<file path="src/rtl/flash_sr_pkg.sv">
package flash_sr_pkg;

  typedef enum logic [2:0] {
    K_PAGE = 3'd0,
    K_AAI  = 3'd1,
    K_SECT = 3'd2,
    K_BLK  = 3'd3,
    K_CHIP = 3'd4
  } req_kind_e;

  localparam int ST_BUSY = 0;
  localparam int ST_WEL  = 1;
  localparam int ST_BP_LO = 2;
  localparam int ST_AAI  = 6;
  localparam int ST_LOCK = 7;

endpackage

</file>
<file path="src/rtl/flash_prot_decode.sv">
module flash_prot_decode
  import flash_sr_pkg::*;
#(
  parameter int ADDR_W = 20,
  parameter int SECT_W = 12,
  parameter int BLK_W  = 16
) (
  input  logic [2:0]        bp_i,
  input  req_kind_e         kind_i,
  input  logic [ADDR_W-1:0] addr_i,
  output logic              hit_o,
  output logic [ADDR_W-1:0] hi_unprot_o
);

  localparam logic [ADDR_W-1:0] ONES      = '1;
  localparam logic [ADDR_W-1:0] SECT_MASK = {{(ADDR_W-SECT_W){1'b0}}, {SECT_W{1'b1}}};
  localparam logic [ADDR_W-1:0] BLK_MASK  = {{(ADDR_W-BLK_W){1'b0}}, {BLK_W{1'b1}}};
  localparam int SHIFT0 = ADDR_W - 5;

  logic              prot_on;
  logic [ADDR_W-1:0] base;
  logic [ADDR_W-1:0] end_addr;

  // Window base: top 1/16 .. 1/2 for codes 1..4, whole array above that.
  always_comb begin
    prot_on = (bp_i != 3'd0);
    if (bp_i >= 3'd1 && bp_i <= 3'd4)
      base = ONES << (SHIFT0 + int'(bp_i));
    else if (bp_i == 3'd0)
      base = ONES;
    else
      base = '0;
  end

  // The region's last address decides overlap, as the window sits at the top.
  always_comb begin
    case (kind_i)
      K_PAGE, K_AAI: end_addr = addr_i;
      K_SECT:        end_addr = addr_i | SECT_MASK;
      K_BLK:         end_addr = addr_i | BLK_MASK;
      default:       end_addr = ONES;
    endcase
  end

  assign hit_o       = prot_on && (end_addr >= base);
  assign hi_unprot_o = prot_on ? (base - 1'b1) : ONES;

endmodule

</file>
<file path="src/rtl/flash_sr_state.sv">
module flash_sr_state
  import flash_sr_pkg::*;
#(
  parameter int ADDR_W = 20
) (
  input  logic              clk,
  input  logic              rst,
  input  logic              wp_pin_i,
  input  logic              wren_i,
  input  logic              wrdi_i,
  input  logic              wrsr_i,
  input  logic [2:0]        new_bp_i,
  input  logic              new_lock_i,
  input  logic              accept_i,
  input  req_kind_e         kind_i,
  input  logic [ADDR_W-1:0] addr_i,
  input  logic              op_done_i,
  input  logic [ADDR_W-1:0] hi_unprot_i,
  output logic              busy_o,
  output logic              wel_o,
  output logic              aai_o,
  output logic [2:0]        bp_o,
  output logic              lock_o
);

  req_kind_e         kind_q;
  logic [ADDR_W-1:0] addr_q;
  logic              locked;

  assign locked = !wp_pin_i && lock_o;

  always_ff @(posedge clk) begin
    if (rst) begin
      busy_o <= 1'b0;
      wel_o  <= 1'b0;
      aai_o  <= 1'b0;
      bp_o   <= 3'b111;
      lock_o <= 1'b0;
      kind_q <= K_PAGE;
      addr_q <= '0;
    end else if (busy_o) begin
      if (op_done_i) begin
        busy_o <= 1'b0;
        if (kind_q != K_AAI || addr_q == hi_unprot_i) begin
          wel_o <= 1'b0;
          aai_o <= 1'b0;
        end
      end
    end else if (wrdi_i) begin
      wel_o <= 1'b0;
      aai_o <= 1'b0;
    end else if (wren_i) begin
      wel_o <= 1'b1;
    end else if (wrsr_i) begin
      if (wel_o) begin
        wel_o <= 1'b0;
        if (!locked) begin
          bp_o   <= new_bp_i;
          lock_o <= new_lock_i;
        end
      end
    end else if (accept_i) begin
      busy_o <= 1'b1;
      kind_q <= kind_i;
      addr_q <= addr_i;
      if (kind_i == K_AAI) aai_o <= 1'b1;
    end
  end

  // a pin-low lock freezes the protect code and the lock bit
  a_r9_lock_freezes: assert property (@(posedge clk) disable iff (rst)
    (!wp_pin_i && lock_o) |=> ($stable(bp_o) && lock_o));

  // the latch rises only after a set-latch strobe
  a_r2_wel_source: assert property (@(posedge clk) disable iff (rst)
    $rose(wel_o) |-> $past(wren_i));

endmodule

</file>
<file path="src/rtl/flash_sr_guard.sv">
module flash_sr_guard
  import flash_sr_pkg::*;
#(
  parameter int ADDR_W = 20,
  parameter int SECT_W = 12,
  parameter int BLK_W  = 16
) (
  input  logic              clk,
  input  logic              rst,
  input  logic              wp_pin_i,
  input  logic              wren_i,
  input  logic              wrdi_i,
  input  logic              wrsr_i,
  input  logic [7:0]        wrsr_data_i,
  input  logic              page_prog_i,
  input  logic              aai_prog_i,
  input  logic              sect_erase_i,
  input  logic              blk_erase_i,
  input  logic              chip_erase_i,
  input  logic [ADDR_W-1:0] req_addr_i,
  input  logic              op_done_i,
  output logic [7:0]        status_o,
  output logic              grant_o,
  output logic              deny_o
);

  logic              req_any, ctrl_any, hit, accept;
  req_kind_e         kind;
  logic [ADDR_W-1:0] hi_unprot;
  logic              busy, wel, aai, lock;
  logic [2:0]        bp;
  logic              unused_wrsr_bits;

  assign unused_wrsr_bits = ^{wrsr_data_i[6:5], wrsr_data_i[1:0]};
  assign req_any  = page_prog_i | aai_prog_i | sect_erase_i | blk_erase_i | chip_erase_i;
  assign ctrl_any = wren_i | wrdi_i | wrsr_i;

  always_comb begin
    if (chip_erase_i)      kind = K_CHIP;
    else if (blk_erase_i)  kind = K_BLK;
    else if (sect_erase_i) kind = K_SECT;
    else if (aai_prog_i)   kind = K_AAI;
    else                   kind = K_PAGE;
  end

  flash_prot_decode #(.ADDR_W(ADDR_W), .SECT_W(SECT_W), .BLK_W(BLK_W)) u_decode (
    .bp_i        (bp),
    .kind_i      (kind),
    .addr_i      (req_addr_i),
    .hit_o       (hit),
    .hi_unprot_o (hi_unprot)
  );

  assign accept = req_any && !ctrl_any && wel && !busy && !hit;

  flash_sr_state #(.ADDR_W(ADDR_W)) u_state (
    .clk         (clk),
    .rst         (rst),
    .wp_pin_i    (wp_pin_i),
    .wren_i      (wren_i),
    .wrdi_i      (wrdi_i),
    .wrsr_i      (wrsr_i),
    .new_bp_i    (wrsr_data_i[4:2]),
    .new_lock_i  (wrsr_data_i[7]),
    .accept_i    (accept),
    .kind_i      (kind),
    .addr_i      (req_addr_i),
    .op_done_i   (op_done_i),
    .hi_unprot_i (hi_unprot),
    .busy_o      (busy),
    .wel_o       (wel),
    .aai_o       (aai),
    .bp_o        (bp),
    .lock_o      (lock)
  );

  always_ff @(posedge clk) begin
    if (rst) begin
      grant_o <= 1'b0;
      deny_o  <= 1'b0;
    end else begin
      grant_o <= accept;
      deny_o  <= req_any && !accept;
    end
  end

  always_comb begin
    status_o = 8'h00;
    status_o[ST_BUSY] = busy;
    status_o[ST_WEL]  = wel;
    status_o[ST_BP_LO +: 3] = bp;
    status_o[ST_AAI]  = aai;
    status_o[ST_LOCK] = lock;
  end

  // no latch, no grant
  a_r3_no_latch_deny: assert property (@(posedge clk) disable iff (rst)
    (req_any && !wel) |=> (deny_o && !grant_o));

  // requests while busy are refused
  a_r4_busy_deny: assert property (@(posedge clk) disable iff (rst)
    (req_any && busy) |=> (deny_o && !grant_o));

  // chip erase needs an empty protect code
  a_r7_chip_needs_zero: assert property (@(posedge clk) disable iff (rst)
    (chip_erase_i && bp != 3'd0) |=> deny_o);

  // a grant is always seen with busy set
  a_r11_grant_busy: assert property (@(posedge clk) disable iff (rst)
    grant_o |-> busy);

endmodule

</file>
<file path="config.mk">
export PLATFORM = sky130hd
export DESIGN_NAME = flash_sr_guard
export DESIGN_NICKNAME = d
export VERILOG_FILES = /design/src/rtl/flash_sr_pkg.sv /design/src/rtl/flash_prot_decode.sv /design/src/rtl/flash_sr_state.sv /design/src/rtl/flash_sr_guard.sv
export SDC_FILE = /design/constraint.sdc
export NUM_CORES = 1
export LEC_CHECK = 0
export ABC_AREA = 1
export BUFFER_PORTS_ARGS = -buffer_cell sky130_fd_sc_hd__buf_2
export CAP_MARGIN = 5
export CORE_UTILIZATION = 60
export CTS_CLUSTER_SIZE = 8
export DETAILED_ROUTE_END_ITERATION = 16
export PLACE_DENSITY = 0.9
export SLEW_MARGIN = 20
export SYNTH_ARGS = -nofsm -noshare
export SYNTH_HDL_FRONTEND = slang
export SYNTH_SLANG_ARGS = --single-unit
</file>
<file path="constraint.sdc">
create_clock -name clk -period 7 [get_ports clk]
set_input_delay 0.7 -clock clk [delete_from_list [all_inputs] [get_ports clk]]
set_output_delay 0.7 -clock clk [all_outputs]
set_load 0.02 [all_outputs]
</file>
# ---- After elaboration in Yosys (flattened, before gate mapping)
# Index checks and enable logic that the tools add are counted.
dict set report word_totals {
  in_bits 40
  output_inout_bits 10
  register_bits 32
  word_cells 86
}
dict set report op_classes {
  muxes 26
  n_lt_le_gt_ge 3
  bitwise_logic 11
  add_sub_neg 2
  eq_ne 9
  n_reduce_logical 25
  shift 1
}
# op count
set op_table {}
lappend op_table {{$mux W20} 3}
lappend op_table {{$pmux W20 S3} 1}
lappend op_table {{$shl A20 B32 Y20 const A} 1}
lappend op_table {{$eq A20 B20 Y1} 1}
lappend op_table {{$ge A20 B20 Y1} 1}
lappend op_table {{$sub A20 B1 Y20 const B} 1}
lappend op_table {{$mux W1} 19}
lappend op_table {{$reduce_and A6 Y1} 2}
lappend op_table {{$reduce_bool A3 Y1} 3}
lappend op_table {{$logic_and A1 B1 Y1} 8}
lappend op_table {{$eq A3 B2 Y1 const B} 2}
lappend op_table {{$logic_not A3 Y1} 2}
lappend op_table {{$ne A3 B1 Y1 const B} 2}
lappend op_table {{$or A1 B1 Y1} 6}
lappend op_table {{$add A4 B3 Y5 const A} 1}
lappend op_table {{$logic_not A1 Y1} 5}
lappend op_table {{$not A1 Y1} 5}
lappend op_table {{$reduce_and A5 Y1} 1}
lappend op_table {{$mux W2} 2}
lappend op_table {{$ne A2 B2 Y1 const B} 2}
lappend op_table {{$reduce_bool A4 Y1} 1}
lappend op_table {{$eq A3 B1 Y1 const B} 1}
lappend op_table {{$ge A3 B1 Y1 const B} 1}
lappend op_table {{$le A3 B3 Y1 const B} 1}
lappend op_table {{5 further kinds} 5}

# ---- Longest topological paths before layout
dict set report depth {
  depth_word 16
  mapped_depth 24
  mapped_depth_nobuf 24
}

# ---- Cells and area by module
# Synthesis repeated with hierarchy kept, for this count alone.
dict set report unflattened {
  cells_unflattened 489
  area_unflattened_um2 3114.2
}
# module cells_per_inst n_inst area_each_um2 seq_area_each_um2
set modules_own_cells {}
lappend modules_own_cells {flash_sr_state 230 1 1507.7 600.6}
lappend modules_own_cells {flash_prot_decode 230 1 1437.6 0.0}
lappend modules_own_cells {flash_sr_guard 29 1 168.9 40.0}

# ---- Worst setup path after synthesis
# No wires, ideal clock.
dict set report synth_path {
  path_type {flip-flop to flip-flop}
  start {register u_state.bp_o[0]}
  end {register u_state.addr_q[18]}
  t_required_ns 6.872
  slack_ns 3.342
  arrival_ns 3.530
  path_buffers 2
  path_stages_with_launch 25
  setup_time_ns 0.128
  synth_period_minus_slack_ns 3.658
  cell_sequence {dfxtp_1 inv_1 ha_1 ha_1 buf_2 nand2_1 nor2_1 nand2_1 o21ai_0 ha_1 inv_1 nand2_1 a21oi_1 o21bai_1 a21oi_1 nor2_1 o21ai_0 nand2_1 a21oi_1 o21ai_0 nand2_1 nand2_1 nand2_1 buf_2 o22ai_1}
}
dict set report synth_via {
  elab_chain_len 8
  elab_cells_between_ends 14
  classes_between {1 x add/sub; 3 x order compare; 1 x shift; 2 x mux; 7 x reduce/logical}
}
# element line_no
set synth_rtl {}
lappend synth_rtl {{start: declaration} flash_sr_state.sv:22} ;# output logic [2:0] bp_o,
lappend synth_rtl {{start signal: assignment} flash_sr_state.sv:58} ;# bp_o <= new_bp_i;
lappend synth_rtl {{$add A4 B3 Y5, or another cell as far along} flash_prot_decode.sv:28} ;# base = ONES << (SHIFT0 + int'(bp_i));
lappend synth_rtl {{$shl A20 B32 Y20, or another cell as far along} flash_prot_decode.sv:28}
lappend synth_rtl {{$mux W20} flash_prot_decode.sv:27} ;# if (bp_i >= 3'd1 && bp_i <= 3'd4)
lappend synth_rtl {{$ge A20 B20 Y1} flash_prot_decode.sv:45} ;# assign hit_o = prot_on && (end_addr >= base);
lappend synth_rtl {{$logic_and A1 B1 Y1 *} flash_prot_decode.sv:45}
lappend synth_rtl {{$logic_not A1 Y1 *} flash_sr_guard.sv:54} ;# assign accept = req_any && !ctrl_any && wel && !busy && !hit;
lappend synth_rtl {{$logic_and A1 B1 Y1 *} flash_sr_guard.sv:54}
lappend synth_rtl {{$reduce_and A5 Y1 (no line) *} n/a}
lappend synth_rtl {{end signal: assignment} flash_sr_state.sv:65} ;# addr_q <= addr_i;
lappend synth_rtl {{end: declaration} flash_sr_state.sv:27} ;# logic [ADDR_W-1:0] addr_q;
# Mark *: on every way between the ends. The rest lies on a longest branch, timed or not.
# A chain may end at the register's enable or synchronous reset.

# ---- Final worst setup path
dict set report layout_path {
  start {register u_state.bp_o[0]}
  end {register u_state.aai_o}
}
dict set report layout_via {
  elab_chain_len 9
  elab_cells_between_ends 20
  classes_between {2 x add/sub; 3 x order compare; 2 x eq/ne; 1 x shift; 3 x mux; 9 x reduce/logical}
}
# element line_no
set layout_rtl {}
lappend layout_rtl {{$add A4 B3 Y5, or another cell as far along} flash_prot_decode.sv:28}
lappend layout_rtl {{$shl A20 B32 Y20, or another cell as far along} flash_prot_decode.sv:28}
lappend layout_rtl {{$mux W20} flash_prot_decode.sv:27}
lappend layout_rtl {{$sub A20 B1 Y20 / $ge A20 B20 Y1 (equally long branches)} {flash_prot_decode.sv:46, flash_prot_decode.sv:45}}
lappend layout_rtl {{$mux W20 / $logic_and A1 B1 Y1 (equally long branches)} {flash_prot_decode.sv:46, flash_prot_decode.sv:45}}
lappend layout_rtl {{$eq A20 B20 Y1 / $logic_not A1 Y1 (equally long branches)} {flash_sr_state.sv:44, flash_sr_guard.sv:54}}
lappend layout_rtl {{$logic_or A1 B1 Y1 / $logic_and A1 B1 Y1 (equally long branches)} {flash_sr_state.sv:44, flash_sr_guard.sv:54}}
lappend layout_rtl {{$ne A2 B2 Y1 (no line) / $reduce_bool A3 Y1 (equally long branches)} n/a}
lappend layout_rtl {{$reduce_and A6 Y1 (no line) *} n/a}
lappend layout_rtl {{end signal: assignment} flash_sr_state.sv:46} ;# aai_o <= 1'b0;
lappend layout_rtl {{end signal: assignment} flash_sr_state.sv:51} ;# aai_o <= 1'b0;
lappend layout_rtl {{end signal: assignment} flash_sr_state.sv:66} ;# if (kind_i == K_AAI) aai_o <= 1'b1;
lappend layout_rtl {{end: declaration} flash_sr_state.sv:21} ;# output logic aai_o,
# Marks and branches as above.

==> results.json <==
{
  "final_util": 0.7111,
  "cts.clk_slew.worst_paths_ns": 0.07,
  "drc": 1,
  "die_w_um": 71.29,
  "synthesis.nets": 520,
  "min_from": "u_state.kind_q[2]",
  "total_power_uw": 409.2,
  "ctsRootBufferMaster": "clkbuf_8",
  "critPathMaxStageDelay_ns": 0.69,
  "yosys-top-cells-count": "106 x nand2_1, 73 x inv_1, 45 x nand3_1, 32 x dfxtp_1, 31 x nor2_1",
  "synthMuxAreaShare": 0,
  "r2r_slack_ns": 2.12,
  "place_ws_ns": 2.262,
  "viasPerCell": 5.721,
  "cp.arrival_ns": 5.10,
  "crit_path_max_fanout": 22,
  "crit_required_ns": 7.22,
  "synthesis.area_um2": 2880,
  "gp_congestion": 0.9613,
  "initial_core_util": 0.6437,
  "grt_pass1_wl_mm": 12.50,
  "slew_headroom": 0.3585,
  "final_cell_area_um2": 3182,
  "powerDensity_nw_per_um2": 128.6,
  "finalNetCount": 556,
  "synth_flop_cell": "dfxtp_1",
  "period_needed_ns": 4.879,
  "status": "complete, but fails checks",
  "yosysWarnings": 0,
  "hold_depth": 2,
  "fin_ws_ns": 2.121,
  "hold_violations": 0,
  "dp_hpwl_mm": 5.647,
  "finClkSkew_ns": 0.005984,
  "postRouteAntennaNets": 0,
  "rows": 24,
  "core_um2": 4474,
  "area_growth_pct": 10.47,
  "cts_resized": 0,
  "max_slew.worst_pin.slew_ns": 0.9595,
  "crit_chain": "inv_1 -> ha_1 -> ha_1 -> nand2_1 -> nor2_1 -> nand2_1 -> o21ai_0 -> ha_1 -> inv_1 -> nand2_1 -> a21oi_1 -> o21bai_1 -> a21oi_1 -> nor2_1 -> o21ai_0 -> nand2_1 -> a21oi_1 -> o21ai_0 -> nand2_1 -> nand3_1 -> inv_1 -> nand4_1 -> o21ai_1",
  "synth-edff-count": 0,
  "diodes": 0,
  "clkSinkCount": 32,
  "via_count": 3095,
  "synth-simple-area-share": 0.3614,
  "fp.dieArea_um2": 5082,
  "antenna_found_initial": 0,
  "die_y_um": 71.29,
  "crit_top_cell": "nand2_1",
  "cap_violations": 0,
  "drt-pass1-iter-count": 11,
  "rsz0062_at_grt": "no",
  "r2r_end": "u_state.aai_o",
  "syn-mean-instance-area_um2": 6.372,
  "synth-async-reset-ratio": 0,
  "insertion_delay_ns": 0.29,
  "crit_type": "flip-flop to flip-flop",
  "synth_fa_ha_area_frac": 0.1216,
  "worstReg2RegStart": "u_state.bp_o[0]",
  "multi_input_area_um2": 1841,
  "cts-buffers-inserted": 5,
  "synth_top_area_share": 0.2224,
  "grtUsageTotal": 0.3082,
  "grt-ovfl-total": 0,
  "ys_ff_latch": 32,
  "register_area_um2": 640.6,
  "clockBufferDepth": 2,
  "htreeDepth": 2,
  "cts_setup_buffers": 0,
  "wl_per_cell_um": 13.41,
  "hold_path.class": "flip-flop to flip-flop",
  "postRouteWirelength_mm": 7.257,
  "worst_path_max_delay_cell": "nand3_1",
  "startpoint_type": "flip-flop",
  "min_period_over_period": 0.6970,
  "synth_cells": 452,
  "end_kind": "flip-flop",
  "slew_viol_final": 0,
  "violations": "DRC",
  "ys_seq_area_frac": 0.2224,
  "grt_pass1_vias": 2914,
  "drive_gt1_frac": 0.1616,
  "io_buffer_count": 44,
  "fin_tns_setup_ns": 0,
  "ir_worst_vdd_mv": 0.09498,
  "yosysUniqueCellTypes": 33,
  "synth_compound_area_frac": 0.1403,
  "finalSetupViolCount": 0,
  "reg2reg_depth": 23,
  "drt_iter0_markers": 231,
  "synth_top_area_cell": "dfxtp_1",
  "max_freq_mhz": 205.0,
  "cts_hold_buffers": 0,
  "cts_tree": "built",
  "grt_max_degree": 32,
  "io-pin-count": 50,
  "yosysMostFrequentCell": "nand2_1",
  "synth-xor-area-share": 0.01216,
  "fillers": 393,
  "hold_end": "u_state.kind_q[2]",
  "leakage_uw": 0.001632,
  "synth_area_leaders": "dfxtp_1 22%, nand2_1 14%, ha_1 12%, inv_1 9.5%, nand3_1 7.8%",
  "placed_area_um2": 3068,
  "synth_top_family_by_area": "simple AND/OR/NAND/NOR gates"
}
## layout by cell type, fill, tap and decap left out, types with 4 or more instances in the layout
| cell type | n |
|---|---|
| nand3_2 | 4 |
| buf_2 | 44 |
| nand2_1 | 106 |
| o22ai_1 | 16 |
| o21ai_1 | 4 |
| ha_1 | 28 |
| nor2_1 | 31 |
| inv_2 | 7 |
| inv_1 | 73 |
| nand4_1 | 20 |
| dfxtp_1 | 32 |
| xor2_1 | 4 |
| o21ai_0 | 18 |
| a21oi_1 | 16 |
| nand2_4 | 4 |
| nand3_1 | 45 |
| clkbuf_8 | 5 |
| o21ai_2 | 4 |
## critical path, delay by kind of cell, from the launching register on
family | cells | cell delay (ns)
adders and majority gates | 3 | 0.99
and+or+nand+nor | 9 | 1.52
AOI/OAI and AO/OA | 8 | 1.26
buffers and inverters | 3 | 0.67
DFF | 1 | 0.37
## flip-flops by register name (all words and copies together), names as in the netlist
signal	count
u_state.addr_q	20
u_state.bp_o	3
grant_o	1
u_state.kind_q	3
u_state.lock_o	1
u_state.busy_o	1
u_state.aai_o	1
u_state.wel_o	1
deny_o	1
## cell type report
class / count / share of cell area
Multi-Input combinational cell: 323 / 0.5785
Sequential cell: 32 / 0.2013
Inverter: 82 / 0.09674
Timing Repair Buffer: 44 / 0.06921
Clock buffer: 6 / 0.02281
Tap cell: 52 / 0.02045
Clock inverter: 2 / 0.01101
## through the flow
stage | std cells | hold slack (ns)
finish | 541 | 0.4722
global route | 541 | 0.5077
CTS | 541 | 0.4681
detailed placement | 533 | 0.4573
global placement | 533 | 0.4540
floorplan | 452 | 0.4348
## how the worst max path moves through the flow
stage / start / cells past startpoint / end
after floorplan: u_state.bp_o[0] / 24 / u_state.addr_q[18]
after global placement: u_state.bp_o[0] / 23 / u_state.aai_o
after detailed placement: u_state.bp_o[0] / 23 / u_state.aai_o
after CTS: u_state.bp_o[0] / 23 / u_state.aai_o
after global routing: u_state.bp_o[0] / 23 / u_state.aai_o
final: u_state.bp_o[0] / 23 / u_state.aai_o
## cell families (layout without fill, tap and decap cells)
logic type	after synthesis	count (layout)
adder cells (fa/ha/maj)	28	28
XOR/XNOR	4	4
AND/OR/NAND/NOR	222	222
buffers and inverters	97	134
AO/OA/AOI/OAI	68	68
other	1	1
flip-flops	32	32
## report_power, final
part / switching, uW / internal, uW
clock network: 76.0 / 106
logic: 26.7 / 16.9
registers: 0.748 / 183
total: 103 / 306
## layer usage
layer,global-route usage,share of wire
met1,0.3899,0.44
met2,0.5302,0.47
met3,0.05063,0.062
met4,0.1089,0.021
met5,0,0
Power figures use the tool's default switching activity.
